$ cat src/rtl/slp_pkg.sv
package slp_pkg;

    typedef enum logic [1:0] {
        ST_RUN     = 2'd0,
        ST_ASLEEP  = 2'd1,
        ST_OSTWAIT = 2'd2,
        ST_DUMMY   = 2'd3
    } slp_state_e;

endpackage

$ cat src/rtl/slp_wake_detect.sv
module slp_wake_detect #(
    parameter int N_SRC = 8
) (
    input  logic [N_SRC-1:0] irq_flag,
    input  logic [N_SRC-1:0] irq_en,
    output logic             wake
);
    logic [N_SRC-1:0] armed;

    genvar gi;
    generate
        for (gi = 0; gi < N_SRC; gi++) begin : g_src
            assign armed[gi] = irq_flag[gi] & irq_en[gi];
        end
    endgenerate

    // Global enable deliberately plays no part here: wake ignores it.
    assign wake = |armed;
endmodule

$ cat src/rtl/slp_ost_timer.sv
module slp_ost_timer #(
    parameter int OST_LEN = 1024
) (
    input  logic clk,
    input  logic rst_n,
    input  logic run_en,
    input  logic tick,
    output logic done
);
    localparam int CW = (OST_LEN > 2) ? $clog2(OST_LEN) : 1;
    localparam logic [CW-1:0] LAST = CW'(OST_LEN - 1);

    logic [CW-1:0] cnt_q;

    always_ff @(posedge clk or negedge rst_n) begin
        if (!rst_n) begin
            cnt_q <= '0;
        end else if (!run_en) begin
            cnt_q <= '0;
        end else if (tick) begin
            cnt_q <= cnt_q + 1'b1;
        end
    end

    assign done = run_en && tick && (cnt_q == LAST);

    AST_CNT_RANGE: assert property (@(posedge clk) disable iff (!rst_n)
        cnt_q <= LAST);
    AST_CNT_IDLE_ZERO: assert property (@(posedge clk) disable iff (!rst_n)
        !$past(run_en) |-> (cnt_q == '0));
endmodule

$ cat src/rtl/slp_status.sv
module slp_status (
    input  logic clk,
    input  logic rst_n,
    input  logic commit,
    output logic to_bit,
    output logic pd_bit
);
    always_ff @(posedge clk or negedge rst_n) begin
        if (!rst_n) begin
            to_bit <= 1'b1;
            pd_bit <= 1'b1;
        end else if (commit) begin
            to_bit <= 1'b1;
            pd_bit <= 1'b0;
        end
    end
endmodule

$ cat src/rtl/sleep_wake_ctrl.sv
module sleep_wake_ctrl
    import slp_pkg::*;
#(
    parameter int N_SRC   = 8,
    parameter int OST_LEN = 1024
) (
    input  logic             clk,
    input  logic             rst_n,
    input  logic             sleep_req,
    input  logic [N_SRC-1:0] irq_flag,
    input  logic [N_SRC-1:0] irq_en,
    input  logic             gie,
    input  logic             ext_clk_mode,
    input  logic             osc_tick,
    output logic             core_halt,
    output logic             osc_run,
    output logic             osc_wait,
    output logic             wdt_clr,
    output logic             wdt_scale_clr,
    output logic             to_bit,
    output logic             pd_bit,
    output logic             dummy_cycle,
    output logic             vec_req,
    output logic             resume
);
    slp_state_e state_q, state_d;
    logic       gie_lat_q, gie_lat_d;
    logic       wake;
    logic       ost_done;
    logic       commit;

    slp_wake_detect #(.N_SRC(N_SRC)) u_wake (
        .irq_flag (irq_flag),
        .irq_en   (irq_en),
        .wake     (wake)
    );

    slp_ost_timer #(.OST_LEN(OST_LEN)) u_ost (
        .clk    (clk),
        .rst_n  (rst_n),
        .run_en (state_q == ST_OSTWAIT),
        .tick   (osc_tick),
        .done   (ost_done)
    );

    // Sleep is committed only when no enabled flag is pending at the request.
    assign commit = (state_q == ST_RUN) && sleep_req && !wake;

    slp_status u_status (
        .clk    (clk),
        .rst_n  (rst_n),
        .commit (commit),
        .to_bit (to_bit),
        .pd_bit (pd_bit)
    );

    // Next-state logic
    always_comb begin
        state_d   = state_q;
        gie_lat_d = gie_lat_q;
        unique case (state_q)
            ST_RUN: begin
                if (commit) state_d = ST_ASLEEP;
            end
            ST_ASLEEP: begin
                if (wake) begin
                    gie_lat_d = gie;
                    if (ext_clk_mode) state_d = gie ? ST_DUMMY : ST_RUN;
                    else              state_d = ST_OSTWAIT;
                end
            end
            ST_OSTWAIT: begin
                if (ost_done) state_d = gie_lat_q ? ST_DUMMY : ST_RUN;
            end
            ST_DUMMY: begin
                state_d = ST_RUN;
            end
            default: state_d = ST_RUN;
        endcase
    end

    // State register
    always_ff @(posedge clk or negedge rst_n) begin
        if (!rst_n) begin
            state_q   <= ST_RUN;
            gie_lat_q <= 1'b0;
        end else begin
            state_q   <= state_d;
            gie_lat_q <= gie_lat_d;
        end
    end

    // Outputs: registered strobes, level outputs decoded from the state
    always_ff @(posedge clk or negedge rst_n) begin
        if (!rst_n) begin
            wdt_clr       <= 1'b0;
            wdt_scale_clr <= 1'b0;
            resume        <= 1'b0;
            vec_req       <= 1'b0;
        end else begin
            wdt_clr       <= commit;
            wdt_scale_clr <= commit;
            resume        <= (state_q != ST_RUN) && (state_d == ST_RUN);
            vec_req       <= (state_q == ST_DUMMY);
        end
    end

    assign core_halt   = (state_q == ST_ASLEEP) || (state_q == ST_OSTWAIT);
    assign osc_wait    = (state_q == ST_OSTWAIT);
    assign dummy_cycle = (state_q == ST_DUMMY);
    assign osc_run     = ext_clk_mode || (state_q != ST_ASLEEP);

    AST_NOP_HOLDS: assert property (@(posedge clk) disable iff (!rst_n)
        (state_q == ST_RUN && sleep_req && wake) |=>
            (!core_halt && !wdt_clr && $stable(pd_bit) && $stable(to_bit)));
    AST_ENTRY_STATUS: assert property (@(posedge clk) disable iff (!rst_n)
        (state_q == ST_RUN && sleep_req && !wake) |=>
            (core_halt && wdt_clr && wdt_scale_clr && to_bit && !pd_bit));
    AST_ASLEEP_HOLD: assert property (@(posedge clk) disable iff (!rst_n)
        (state_q == ST_ASLEEP && !wake) |=> (state_q == ST_ASLEEP));
    AST_OSC_OFF: assert property (@(posedge clk) disable iff (!rst_n)
        (state_q == ST_ASLEEP && !ext_clk_mode) |-> !osc_run);
    AST_EC_NO_WAIT: assert property (@(posedge clk) disable iff (!rst_n)
        (state_q == ST_ASLEEP && ext_clk_mode) |=> !osc_wait);
    AST_VEC_WITH_RESUME: assert property (@(posedge clk) disable iff (!rst_n)
        vec_req |-> (resume && $past(dummy_cycle)));
    AST_CLR_SINGLE: assert property (@(posedge clk) disable iff (!rst_n)
        wdt_clr |=> !wdt_clr);
    AST_RESUME_SINGLE: assert property (@(posedge clk) disable iff (!rst_n)
        resume |=> !resume);
    AST_NO_CLR_WHILE_HALTED: assert property (@(posedge clk) disable iff (!rst_n)
        (state_q != ST_RUN) |=> !wdt_clr);
endmodule

$ cat config.mk
export PLATFORM = sky130hd
export DESIGN_NAME = sleep_wake_ctrl
export DESIGN_NICKNAME = d
export VERILOG_FILES = /design/src/rtl/slp_pkg.sv /design/src/rtl/slp_wake_detect.sv /design/src/rtl/slp_ost_timer.sv /design/src/rtl/slp_status.sv /design/src/rtl/sleep_wake_ctrl.sv
export SDC_FILE = /design/constraint.sdc
export NUM_CORES = 1
export LEC_CHECK = 0
export ABC_AREA = 1
export BUFFER_PORTS_ARGS = -buffer_cell sky130_fd_sc_hd__clkbuf_2
export CORE_MARGIN = 4
export CORE_UTILIZATION = 49
export DETAILED_ROUTE_END_ITERATION = 8
export PLACE_DENSITY_LB_ADDON = 0.08
export SLEW_MARGIN = 10
export SYNTH_ARGS = -nofsm -noshare
export SYNTH_HDL_FRONTEND = slang
export SYNTH_SLANG_ARGS = --single-unit
$ cat constraint.sdc
create_clock -name clk -period 1.63 [get_ports clk]
set_input_delay 0 -clock clk [delete_from_list [all_inputs] [get_ports clk]]
set_output_delay 0 -clock clk [all_outputs]
set_load 0.005 [all_outputs]
Word-level counts from Yosys, hierarchy flattened
Index checks and enable logic that the tools add are counted.
{"block": "word_totals", "regBits": 17, "output_inout_bits": 10, "wordCells": 44, "inputBits": 22}
{"block": "classes", "n_reduce_logical": 13, "bitwise": 8, "muxes": 9, "n_addsub": 1, "n_eq_ne": 6}
{"op": "10-bit 2-to-1 mux", "n": 2}
{"op": "2-bit 2-to-1 mux", "n": 6}
{"op": "10-bit by 1-bit adder with 10-bit output (second input constant)", "n": 1}
{"op": "10-bit == test (second input constant)", "n": 1}
{"op": "1-bit bitwise AND", "n": 8}
{"op": "2-bit one-hot mux with 4 select lines", "n": 1}
{"op": "8-bit OR reduction", "n": 1}
{"op": "1-bit logical AND", "n": 5}
{"op": "2-bit == test (second input constant)", "n": 2}
{"op": "2-bit zero test", "n": 2}
{"op": "2-bit by 1-bit == test with 1-bit output (second input constant)", "n": 1}
{"op": "1-bit logical OR", "n": 2}
{"op": "2-bit by 1-bit != test with 1-bit output (second input constant)", "n": 1}
{"op": "2-bit != test (second input constant)", "n": 1}
{"op": "2-bit AND reduction", "n": 1}
{"op": "2-bit nonzero test", "n": 1}
{"op": "1-bit zero test", "n": 1}

Logic depth before layout (Yosys ltp)
{"block": "depth", "word_depth": 8, "depth_mapped": 11, "ltp_nobuf": 11}

By module
A second synthesis with hierarchy kept.
{"block": "unflattened", "hier_cells": 144, "hier_area_um2": 1051.0}
{"module": "slp_ost_timer", "seq_area_each_um2": 250.2, "n_inst": 1, "area_each_um2": 559.3, "cells_each": 73}
{"module": "sleep_wake_ctrl", "seq_area_each_um2": 150.1, "n_inst": 1, "area_each_um2": 387.9, "cells_each": 51}
{"module": "slp_wake_detect", "seq_area_each_um2": 0.0, "n_inst": 1, "area_each_um2": 56.3, "cells_each": 15}
{"module": "slp_status", "seq_area_each_um2": 26.3, "n_inst": 1, "area_each_um2": 47.5, "cells_each": 5}

Worst setup path before layout
No wires, ideal clock.
{"block": "synth_path", "path_kind": "register to register", "start": "reg state_q[0]", "end": "reg resume", "path_buffers": 0, "required_ns": 1.516, "setup_time_ns": 0.114, "arrival_ns": 1.318, "period_less_slack_ns": 1.432, "path_stages_with_launch": 12, "path_slack_ns": 0.198, "path_cell_list": "dfrtp_1 inv_1 ha_1 nand2_1 nor2_1 nand3_1 nand2_1 nand3_1 nand3_1 nand2_1 nand2_1 nor2_2"}
{"block": "synth_between", "elab_chain_cells": 7, "word_cells_on_any_way": 15, "classes_between": "3 x eq/ne; 4 x mux; 8 x reduce/logical"}
{"item": "from (decl)", "line_no": "sleep_wake_ctrl.sv:26", "text": "slp_state_e state_q, state_d;"}
{"item": "from (signal assigned)", "line_no": "sleep_wake_ctrl.sv:88", "text": "state_q <= state_d;"}
{"item": "2-bit == test (*)"}
{"item": "net osc_wait", "line_no": "sleep_wake_ctrl.sv:17", "text": "output logic osc_wait,"}
{"item": "1-bit logical AND (2 in series)", "line_no": "slp_ost_timer.sv:25", "text": "assign done = run_en && tick && (cnt_q == LAST);"}
{"item": "2-bit 2-to-1 mux", "line_no": "sleep_wake_ctrl.sv:73", "text": "if (ost_done) state_d = gie_lat_q ? ST_DUMMY : ST_RUN;"}
{"item": "2-bit one-hot mux with 4 select lines (*)", "line_no": "sleep_wake_ctrl.sv:61", "text": "unique case (state_q)"}
{"item": "2-bit zero test (*)", "line_no": "sleep_wake_ctrl.sv:103", "text": "resume <= (state_q != ST_RUN) && (state_d == ST_RUN);"}
{"item": "1-bit logical AND (*)", "line_no": "sleep_wake_ctrl.sv:103"}
{"item": "to (signal assigned)", "line_no": "sleep_wake_ctrl.sv:103"}
{"item": "to (decl)", "line_no": "sleep_wake_ctrl.sv:24", "text": "output logic resume"}
The timed path passes the listed nets; every way through them passes the cells marked *.
A chain may end at the register's enable or synchronous reset.

Worst setup path in the final report
{"block": "layout_path", "start": "reg state_q[1]", "end": "reg resume"}
{"block": "layout_between", "elab_chain_cells": 7, "word_cells_on_any_way": 15, "classes_between": "3 x eq/ne; 4 x mux; 8 x reduce/logical"}
{"item": "2-bit == test / 2-bit zero test (equally long branches)", "line_no": "sleep_wake_ctrl.sv:41, sleep_wake_ctrl.sv:61, sleep_wake_ctrl.sv:47"}
{"item": "1-bit logical AND (on tied branches) (2 in series)", "line_no": "slp_ost_timer.sv:25, sleep_wake_ctrl.sv:47"}
{"item": "2-bit 2-to-1 mux (on tied branches)", "line_no": "sleep_wake_ctrl.sv:73, sleep_wake_ctrl.sv:63"}
{"item": "2-bit one-hot mux with 4 select lines", "line_no": "sleep_wake_ctrl.sv:61"}
{"item": "2-bit zero test", "line_no": "sleep_wake_ctrl.sv:103"}
{"item": "1-bit logical AND (*)", "line_no": "sleep_wake_ctrl.sv:103"}
Mark *: on every way between the ends. The rest lies on a longest branch, timed or not.

==> out/metrics.csv <==
metric;value;unit
period utilisation layout;88.9;%
syn nets;157;
worst path setup slack after routing;0.181;ns
die height;52.8;µm
Area after DPL;1170;µm²
largest net degree at the start of global routing;18;
Final Power;1270;µW
cell area after synthesis;985;µm²
Synth Area in XOR/XNOR;0;%
Cell Pwr Density;1050;nW/µm²
Row Count;15;
WS Path Type;reg2reg;
clock sink count;17;
fin util;66.3;%
WP data required;1.82;ns
clock slew at reported path FFs;0.09;ns
most common cell after layout, fill and taps aside;nand2_1;
post-synthesis compound-gate area fraction;8.26;%
DRT iter0 DRCs;14;
syn_area_per_cell;7.63;µm²
# diodes;0;
Final HPWL DP;1740;µm
Unique masters post-synth;22;
vias per cell;4.98;
most frequent cells in the layout;nand2_1 (36), clkbuf_2 (30), inv_1 (18);
Mapped Cells;129;
Synth Area in Adders;7.62;%
clock latency on the worst-skew pair;0.28;ns
full die area;2790;µm²
Max clock buf depth;2;
main combinational cell family by area after synthesis;simple AND/OR/NAND/NOR gates;
GP Congestion;0.786;
core area;1820;µm²
M2 GR Usage;30.2;%
Simple-Gate Fraction of Synth Area;31.5;%
flops & latches, synth;17;
pre-CTS WS;0.163;ns
Area Growth Syn to Fin;22.6;%
All-Layer GR Usage;17.2;%
GRT met1 Usage;21.2;%
Leak Pwr;0.000674;µW
Seq/Total Area, Yosys;43.3;%
minimum clock period;1.45;ns
final wirelength;2070;µm
multiplexer share of the synthesized area;0;%
DRT Pass-1 Iters;4;
WL/cell;10.9;µm
Worst Setup End Kind;flip-flop;
Max Fclk;690;MHz
outcome;finished, final reports clean;
Nets;193;
DR vias;942;
I/O pin count;32;
initial antenna violation count;0;
grt met3 use;5.41;%
post-CTS setup repair buffer count;0;
HP Class;in2reg;
synth warn;0;
final setup vio count;0;
residual DRC count;0;
share of layout cells above drive strength 1;26.2;%
Root Driver;clkbuf_4;
GRT overflow;0;
Starting Density;54.1;%
top fanout value on the critical path;5;
Num CTS Buffers;3;
final hold violations;0;
Die W;52.8;µm
Setup TNS Final;0;ns
cell area after layout;1210;µm²
first-pass GRT wire length;3570;µm
CTS tree;yes;
Final Max Tran Viols;0;
vias in the first global route;895;
Setup Skew;0.00506;ns
Worst setup SP type;flip-flop;
Max-Cap Viols;0;
WP data arrival;1.64;ns
post-route ant nets;0;
RSZ-0062 raised after global routing;no;
H-tree levels;1;
# port buffers;30;
Max VDD drop;0.624;mV
GR peak layer;met2;
==> where the power goes <==
part / total (µW) / switching [µW] / internal (µW) / leakage (µW)
clock: 216 / 121 / 95.0 / 0.0000150
combinational: 543 / 314 / 229 / 0.000433
sequential: 509 / 30.4 / 478 / 0.000227
==> final timing paths <==
path | startpoint | to | slack [ns] | depth (start not counted)
worst min register to register | u_status.pd_bit | u_status.pd_bit | 0.46 | 2
min in group asynchronous | rst_n | state_q[0] | 0.18 | 2
worst min-delay path | osc_tick | u_ost.cnt_q[1] | 0.01 | 3
max in group asynchronous | rst_n | u_status.pd_bit | 1.12 | 2
worst max register to register | state_q[1] | resume | 0.18 | 11
worst max-delay path | state_q[1] | resume | 0.18 | 11
==> repair_timing <==
item,CTS,global route
hold endpoints to repair,17,0
gates resized for setup,0,1
hold buffers,1,0
endpoints found under the setup margin,0,1
==> layer usage <==
metal,share of wire [%],wire (µm)
met4,0.39,8
met1,45,929
met3,6.4,133
met2,48,998
met5,0,0
==> cells by family after synthesis <==
family | Yosys count
AND/OR/NAND/NOR | 69
buffers and inverters | 21
flip-flops | 17
AO/OA/AOI/OAI | 15
adder cells (fa/ha/maj) | 6
other | 1
==> final cells by class <==
class,count,area (µm²)
Sequential cell,17,427
Clock buffer,4,26.3
Tap cell,25,31.3
Timing Repair Buffer,34,183
Inverter,18,67.6
Multi-Input combinational cell,91,473
Fill cell,163,613
==> through the flow <==
stage | hold slack (ns) | instances
3_3_place_gp | -0.0522 | 184
4_1_cts | 0.00481 | 189
6_report | 0.0116 | 189
5_1_grt | 0.0487 | 189
2_1_floorplan | -0.296 | 129
3_5_place_dp | -0.0431 | 184
==> cells in the mapped netlist <==
library cell  count  area [µm²]
nand3b_1          1        7.51
nor2_2            2        12.5
nor3_2            1        10.0
o21ai_0           4        20.0
nand2_2           1        6.26
nor2_1            9        33.8
nand4_1           2        12.5
conb_1            1        3.75
inv_1            18        67.6
o21a_1            1        7.51
buf_2             1        5.00
buf_4             2        15.0
nand2_1          36         135
nor3b_2           1        12.5
ha_1              6        75.1
a31oi_1           1        6.26
nand3_1          14        70.1
a211oi_1          1        7.51
nor3_1            2        10.0
dfrtp_1          16         400
a21oi_1           8        40.0
dfstp_2           1        26.3
==> sequential cells by signal, indices dropped and copies added (netlist names) <==
register / cells
u_ost.cnt_q: 10
resume: 1
wdt_scale_clr: 1
state_q: 2
gie_lat_q: 1
vec_req: 1
u_status.pd_bit: 1
==> critical path, cell delays in order, from the launching register on <==
cell and delay [ns]:
dfrtp_1 0.43, inv_1 0.16, ha_2 0.25, nand2_1 0.06
inv_1 0.04, nand3_1 0.07, nand2_1 0.07, inv_1 0.04
nand3_1 0.07, nand2_1 0.06, nand2_1 0.07, nor2_2 0.03
(Power assumes the default switching activity.)
